$ cat src/rtl/rs_pool_pkg.sv
package rs_pool_pkg;
  typedef enum logic [1:0] {
    RS_FREE = 2'd0,
    RS_WAIT = 2'd1,
    RS_EXEC = 2'd2
  } rs_state_e;
endpackage

$ cat src/rtl/rs_pick.sv
// Lowest-index picker over a request vector.
module rs_pick #(
  parameter int N     = 4,
  parameter int IDX_W = 2
) (
  input  logic [N-1:0]     req,
  output logic             found,
  output logic [IDX_W-1:0] idx
);
  always_comb begin
    found = |req;
    idx   = '0;
    for (int i = N - 1; i >= 0; i--) begin
      if (req[i]) idx = IDX_W'(i);
    end
  end
endmodule

$ cat src/rtl/rs_regstat.sv
// Register values plus producer tags, with CDB bypass on the read ports.
module rs_regstat #(
  parameter int NUM_REGS = 8,
  parameter int DATA_W   = 32,
  parameter int TAG_W    = 3,
  localparam int REG_W   = $clog2(NUM_REGS)
) (
  input  logic              clk,
  input  logic              rst_n,
  input  logic [REG_W-1:0]  rd_idx  [2],
  output logic [DATA_W-1:0] rd_val  [2],
  output logic [TAG_W-1:0]  rd_tag  [2],
  input  logic              ren_en,
  input  logic [REG_W-1:0]  ren_idx,
  input  logic [TAG_W-1:0]  ren_tag,
  input  logic              cdb_valid,
  input  logic [TAG_W-1:0]  cdb_tag,
  input  logic [DATA_W-1:0] cdb_value
);
  logic [DATA_W-1:0] reg_val [NUM_REGS];
  logic [TAG_W-1:0]  reg_tag [NUM_REGS];

  for (genvar p = 0; p < 2; p++) begin : g_rd
    logic [TAG_W-1:0] raw_tag;
    logic             hit;
    always_comb begin
      raw_tag = reg_tag[rd_idx[p]];
      hit     = (raw_tag != '0) && cdb_valid && (cdb_tag == raw_tag);
      if (hit) begin
        rd_val[p] = cdb_value;
        rd_tag[p] = '0;
      end else if (raw_tag == '0) begin
        rd_val[p] = reg_val[rd_idx[p]];
        rd_tag[p] = '0;
      end else begin
        rd_val[p] = '0;
        rd_tag[p] = raw_tag;
      end
    end
  end

  always_ff @(posedge clk) begin
    if (!rst_n) begin
      for (int r = 0; r < NUM_REGS; r++) begin
        reg_val[r] <= '0;
        reg_tag[r] <= '0;
      end
    end else begin
      for (int r = 0; r < NUM_REGS; r++) begin
        if (ren_en && ren_idx == REG_W'(r)) begin
          reg_tag[r] <= ren_tag;
        end else if (cdb_valid && reg_tag[r] != '0 && reg_tag[r] == cdb_tag) begin
          reg_val[r] <= cdb_value;
          reg_tag[r] <= '0;
        end
      end
    end
  end
endmodule

$ cat src/rtl/rs_station.sv
// One reservation station entry.
module rs_station
  import rs_pool_pkg::*;
#(
  parameter int DATA_W = 32,
  parameter int OP_W   = 4,
  parameter int TAG_W  = 3,
  parameter logic [TAG_W-1:0] MY_TAG = 1
) (
  input  logic              clk,
  input  logic              rst_n,
  input  logic              alloc,
  input  logic [OP_W-1:0]   a_op,
  input  logic [DATA_W-1:0] a_v1,
  input  logic [TAG_W-1:0]  a_q1,
  input  logic [DATA_W-1:0] a_v2,
  input  logic [TAG_W-1:0]  a_q2,
  input  logic              grant,
  input  logic              cdb_valid,
  input  logic [TAG_W-1:0]  cdb_tag,
  input  logic [DATA_W-1:0] cdb_value,
  output logic              is_free,
  output logic              is_ready,
  output logic [OP_W-1:0]   op_o,
  output logic [DATA_W-1:0] v1_o,
  output logic [DATA_W-1:0] v2_o
);
  rs_state_e         state;
  logic [TAG_W-1:0]  q1, q2;

  assign is_free  = (state == RS_FREE);
  assign is_ready = (state == RS_WAIT) && (q1 == '0) && (q2 == '0);

  always_ff @(posedge clk) begin
    if (!rst_n) begin
      state <= RS_FREE;
      op_o  <= '0;
      v1_o  <= '0;
      v2_o  <= '0;
      q1    <= '0;
      q2    <= '0;
    end else begin
      case (state)
        RS_FREE: begin
          if (alloc) begin
            state <= RS_WAIT;
            op_o  <= a_op;
            v1_o  <= a_v1;
            q1    <= a_q1;
            v2_o  <= a_v2;
            q2    <= a_q2;
          end
        end
        RS_WAIT: begin
          if (q1 != '0 && cdb_valid && cdb_tag == q1) begin
            v1_o <= cdb_value;
            q1   <= '0;
          end
          if (q2 != '0 && cdb_valid && cdb_tag == q2) begin
            v2_o <= cdb_value;
            q2   <= '0;
          end
          if (grant) state <= RS_EXEC;
        end
        RS_EXEC: begin
          if (cdb_valid && cdb_tag == MY_TAG) state <= RS_FREE;
        end
        default: state <= RS_FREE;
      endcase
    end
  end
endmodule

$ cat src/rtl/rs_pool.sv
module rs_pool #(
  parameter int NUM_RS   = 4,
  parameter int NUM_REGS = 8,
  parameter int DATA_W   = 32,
  parameter int OP_W     = 4,
  localparam int TAG_W   = $clog2(NUM_RS + 1),
  localparam int REG_W   = $clog2(NUM_REGS),
  localparam int IDX_W   = (NUM_RS > 1) ? $clog2(NUM_RS) : 1
) (
  input  logic              clk,
  input  logic              rst_n,
  input  logic              iss_valid,
  output logic              iss_ready,
  input  logic [OP_W-1:0]   iss_op,
  input  logic [REG_W-1:0]  iss_dst,
  input  logic [REG_W-1:0]  iss_src1,
  input  logic [REG_W-1:0]  iss_src2,
  output logic              fu_valid,
  input  logic              fu_ready,
  output logic [TAG_W-1:0]  fu_tag,
  output logic [OP_W-1:0]   fu_op,
  output logic [DATA_W-1:0] fu_a,
  output logic [DATA_W-1:0] fu_b,
  input  logic              res_valid,
  input  logic [TAG_W-1:0]  res_tag,
  input  logic [DATA_W-1:0] res_value,
  output logic              cdb_valid,
  output logic [TAG_W-1:0]  cdb_tag,
  output logic [DATA_W-1:0] cdb_value
);
  logic [NUM_RS-1:0] st_free, st_rdy, st_alloc, st_grant;
  logic [OP_W-1:0]   st_op [NUM_RS];
  logic [DATA_W-1:0] st_v1 [NUM_RS];
  logic [DATA_W-1:0] st_v2 [NUM_RS];

  logic              any_free, any_rdy, iss_fire;
  logic [IDX_W-1:0]  free_idx, rdy_idx, sel_idx, hold_idx_q;
  logic              hold_q;
  logic [TAG_W-1:0]  new_tag;

  logic [REG_W-1:0]  rd_idx [2];
  logic [DATA_W-1:0] rd_val [2];
  logic [TAG_W-1:0]  rd_tag [2];

  // CDB stage: results are registered, then broadcast
  always_ff @(posedge clk) begin
    if (!rst_n) begin
      cdb_valid <= 1'b0;
      cdb_tag   <= '0;
      cdb_value <= '0;
    end else begin
      cdb_valid <= res_valid;
      if (res_valid) begin
        cdb_tag   <= res_tag;
        cdb_value <= res_value;
      end
    end
  end

  // Issue side
  rs_pick #(.N(NUM_RS), .IDX_W(IDX_W)) u_free_pick (
    .req(st_free), .found(any_free), .idx(free_idx)
  );

  assign iss_ready = any_free;
  assign iss_fire  = iss_valid && any_free;
  assign new_tag   = TAG_W'(free_idx) + TAG_W'(1);
  assign rd_idx[0] = iss_src1;
  assign rd_idx[1] = iss_src2;

  rs_regstat #(.NUM_REGS(NUM_REGS), .DATA_W(DATA_W), .TAG_W(TAG_W)) u_regstat (
    .clk(clk), .rst_n(rst_n),
    .rd_idx(rd_idx), .rd_val(rd_val), .rd_tag(rd_tag),
    .ren_en(iss_fire), .ren_idx(iss_dst), .ren_tag(new_tag),
    .cdb_valid(cdb_valid), .cdb_tag(cdb_tag), .cdb_value(cdb_value)
  );

  // Station array
  for (genvar g = 0; g < NUM_RS; g++) begin : g_st
    assign st_alloc[g] = iss_fire && (free_idx == IDX_W'(g));
    assign st_grant[g] = fu_valid && fu_ready && (sel_idx == IDX_W'(g));

    rs_station #(
      .DATA_W(DATA_W), .OP_W(OP_W), .TAG_W(TAG_W),
      .MY_TAG(TAG_W'(g + 1))
    ) u_st (
      .clk(clk), .rst_n(rst_n),
      .alloc(st_alloc[g]), .a_op(iss_op),
      .a_v1(rd_val[0]), .a_q1(rd_tag[0]),
      .a_v2(rd_val[1]), .a_q2(rd_tag[1]),
      .grant(st_grant[g]),
      .cdb_valid(cdb_valid), .cdb_tag(cdb_tag), .cdb_value(cdb_value),
      .is_free(st_free[g]), .is_ready(st_rdy[g]),
      .op_o(st_op[g]), .v1_o(st_v1[g]), .v2_o(st_v2[g])
    );
  end

  // Dispatch side: lowest ready index, locked while the offer waits
  rs_pick #(.N(NUM_RS), .IDX_W(IDX_W)) u_rdy_pick (
    .req(st_rdy), .found(any_rdy), .idx(rdy_idx)
  );

  assign sel_idx  = hold_q ? hold_idx_q : rdy_idx;
  assign fu_valid = hold_q || any_rdy;
  assign fu_tag   = TAG_W'(sel_idx) + TAG_W'(1);
  assign fu_op    = st_op[sel_idx];
  assign fu_a     = st_v1[sel_idx];
  assign fu_b     = st_v2[sel_idx];

  always_ff @(posedge clk) begin
    if (!rst_n) begin
      hold_q     <= 1'b0;
      hold_idx_q <= '0;
    end else begin
      hold_q     <= fu_valid && !fu_ready;
      hold_idx_q <= sel_idx;
    end
  end
endmodule

$ cat config.mk
export PLATFORM = sky130hd
export DESIGN_NAME = rs_pool
export DESIGN_NICKNAME = d
export VERILOG_FILES = /design/src/rtl/rs_pool_pkg.sv /design/src/rtl/rs_pick.sv /design/src/rtl/rs_regstat.sv /design/src/rtl/rs_station.sv /design/src/rtl/rs_pool.sv
export SDC_FILE = /design/constraint.sdc
export NUM_CORES = 2
export LEC_CHECK = 0
export CAP_MARGIN = 20
export CORE_ASPECT_RATIO = 1.4
export CORE_UTILIZATION = 30
export DETAILED_ROUTE_END_ITERATION = 8
export DONT_BUFFER_PORTS = 1
export GPL_ROUTABILITY_DRIVEN = 1
export PLACE_DENSITY = 0.5
export SLEW_MARGIN = 20
export SYNTH_ARGS = -nofsm -noshare
export SYNTH_HDL_FRONTEND = slang
export SYNTH_SLANG_ARGS = --single-unit
$ cat constraint.sdc
create_clock -name clk -period 7.5 [get_ports clk]
set_input_delay 0.75 -clock clk [delete_from_list [all_inputs] [get_ports clk]]
set_output_delay 0.75 -clock clk [all_outputs]
set_load 0.02 [all_outputs]
==> results_dict.tcl <==
set metrics [dict create \
    status "finished, final reports clean" \
    p_total_mw 8.26 \
    ios 162 \
    async_reset_ff_frac 0 \
    layout.cells.non_filler 4671 \
    synthFlopType "dfxtp_1" \
    crit_path_max_fanout 40 \
    cts_tree "done" \
    viasPerCell 6.00 \
    tightest_slew_ns 1.08 \
    ctsHoldBuffers 0 \
    synth.area.top_cells "edfxtp_1 24%, dfxtp_1 20%, mux2i_1 12%, mux4_2 8.9%, nor2_1 4.4%" \
    cp-end-kind "output port" \
    hold_depth 1 \
    cts_max_path_buffers 3 \
    design.die.area_sq_mm 0.118 \
    finClkSkew_ns 0.0199 \
    worstHoldStart "fu_ready" \
    fmax_mhz 175 \
    holdWs_ns 0.179 \
    fin_tns_setup_ns 0 \
    rows 147 \
    cts_setup_buffers 0 \
    synth_top_area_share 0.240 \
    rsz0062_at_grt "no" \
    firstDrtPassIters 6 \
    totalWireLength_mm 140 \
    holdCritPathClass "in2reg" \
    ff2ff_setup_slack_ns 3.30 \
    rr_endpoint "g_st[3].u_st.v2_o[24]" \
    n_antenna_cell 0 \
    routedWlPerCell_microns 29.9 \
    ys_seq_area_frac 0.436 \
    yosys_warnings 0 \
    synth_fp_nets 3431 \
    cp.required_ns 6.75 \
    cts.clk_slew.worst_paths_ns 0.06 \
    ys_ff_latch 623 \
    insertion_delay_ns 0.66 \
    fp.dieH_microns 406 \
    port_buffers 0 \
    drt_iter0_drc 2559 \
    antenna_found_initial 5 \
    final.min_clock_period_ns 5.71 \
    worst_slack_ns 1.79 \
    power_density_mw_per_mm2 215 \
    reg2reg_from "u_regstat.reg_tag[3][0]" \
    core_area_sq_mm 0.115 \
    drc 0 \
    synth_area_sq_mm 0.0350 \
    crit_chain "or4_1, nor4_1, o21a_1, o21ai_1, inv_4, buf_4, mux2i_1" \
    synth.distinct_cells 64 \
    min_to "hold_q" \
    dp_hpwl_mm 80.1 \
    h-tree-depth 3 \
    cts_resized 0 \
    grt_pass1_vias 28177 \
    drive_gt1_frac 0.141 \
    critPathLaunch "g_st[2].u_st.q1[1]" \
    cts-root-buf "clkbuf_16" \
    pre_cts_slack_ns 2.43 \
    final_common_cell "nor2_1" \
    fin_util 0.333 \
    yosys.area.top_type "edfxtp_1" \
    setup_viol_count_final 0 \
    hold_viol_final 0 \
    gr-total-overflow 0 \
    crit_path_top_delay_cell "mux2i_1" \
    rr_worst_depth 8 \
    worst_path_largest_cell_delay_ns 0.94 \
    stdcell_area_sq_mm 0.0384 \
    slew_violations 0 \
    cts_buffers 66 \
    final_antenna_net_count 0 \
    n_fill_cell 11523 \
    drv_cap 0 \
    ir_drop_mv 0.182 \
    postSynthCellCount 3378 \
    grt_pass1_wl_mm 201 \
    syn_to_final_growth_pct 9.66 \
    die_x_microns 291 \
    crit_type "reg2out" \
    avgSynthCellArea_sq_um 10.4 \
    critical_path.startpoint_type "flip-flop" \
    grt_start_max_net_pins 177 \
    placed_cells 4549 \
    slew_headroom 0.259 \
    vias 28046 \
    gp_congestion 0.813 \
    start_util 0.304 \
    layout_common_cells "408 x nor2_1, 405 x mux2i_1, 341 x dfxtp_1" \
    power.leakage_nw 14.4 \
    fin_crit_sh 0.761 \
    final_nets 3182 \
    track_usage 0.232 \
    synth_edf_count 280 \
    post_dp_cell_area_sq_mm 0.0362 \
    arrival_ns 4.96 \
    cts_sinks 623 \
]
[flip-flops by register name, summed over array words and instances (netlist names)]
| signal | count |
|---|---|
| g_st.u_st.v2_o | 128 |
| hold_q | 1 |
| u_regstat.reg_tag | 24 |
| cdb_tag | 3 |
| g_st.u_st.op_o | 16 |
| g_st.u_st.v1_o | 128 |
| g_st.u_st.state | 8 |
| u_regstat.reg_val | 256 |
| cdb_valid | 1 |
| g_st.u_st.q2 | 12 |
| g_st.u_st.q1 | 12 |
| cdb_value | 32 |
| hold_idx_q | 2 |
[metal layers]
metal,vias up,share of wire,track usage
met4,6,0.041,0.101
met1,14237,0.39,0.278
li1,12210,-,-
met5,-,0.00019,0
met3,314,0.071,0.0406
met2,1279,0.50,0.407
[critical path, delay by kind of cell (launching register included)]
| family | cells | cell delay [ns] |
|---|---|---|
| AOI/OAI and AO/OA | 2 | 0.39 |
| muxes | 1 | 0.94 |
| DFF | 1 | 0.35 |
| buffers and inverters | 2 | 1.43 |
| and+or+nand+nor | 2 | 1.02 |
[cell usage after synthesis (all sizes together) (10+ instances only)]
| cell type | n |
|---|---|
| nand3 | 16 |
| a211o | 96 |
| inv | 47 |
| mux2 | 98 |
| edfxtp | 280 |
| o2111ai | 100 |
| nor3 | 141 |
| mux2i | 407 |
| clkbuf | 308 |
| buf | 75 |
| xor2 | 15 |
| dfxtp | 343 |
| a21oi | 94 |
| nor2 | 411 |
| o21ai | 17 |
| a211oi | 37 |
| a221oi | 64 |
| mux4 | 138 |
| nand2 | 220 |
| a31oi | 67 |
| xnor2 | 22 |
| and2 | 132 |
| a21boi | 63 |
| o211ai | 35 |
| nor4 | 10 |
| o221ai | 32 |
| o32ai | 14 |
[power breakdown]
| part | switching [mW] | leakage [nW] | internal (mW) |
|---|---|---|---|
| clock network | 1.49 | 1.05 | 1.97 |
| logic | 0.703 | 7.67 | 0.321 |
| registers | 0.114 | 5.68 | 3.67 |
[area by class of cell]
class                      instances  area (sq um)  area share
timing repair buffer              66           541      0.0141
multi-input combinational       2324         18400       0.478
clock buffer                     101          1950      0.0508
inverter                          48           190     0.00495
tap                             1490          1860      0.0486
clock inverter                    19           221     0.00577
sequential                       623         15300       0.398
[how the worst max path moves through the flow]
stage / depth (start not counted) / end / slack [ns]
after floorplan: 8 / u_regstat.reg_val[7][0] / 2.52
after global placement: 7 / fu_b[9] / 2.54
final: 7 / fu_b[9] / 1.79
after global routing: 7 / fu_b[9] / 1.60
after detailed placement: 7 / fu_b[9] / 2.43
after CTS: 7 / fu_b[9] / 1.71
[logic make-up (layout without fill, tap and decap cells)]
kind of cell	after synthesis	after routing	share of synthesized area
muxes	643	643	0.237
and+or+nand+nor	984	984	0.126
AOI/OAI and AO/OA	660	660	0.144
DFF	623	623	0.436
buffers and inverters	431	234	0.0475
xor gates and xnor gates	37	37	0.00926
Power figures use the tool's default switching activity.
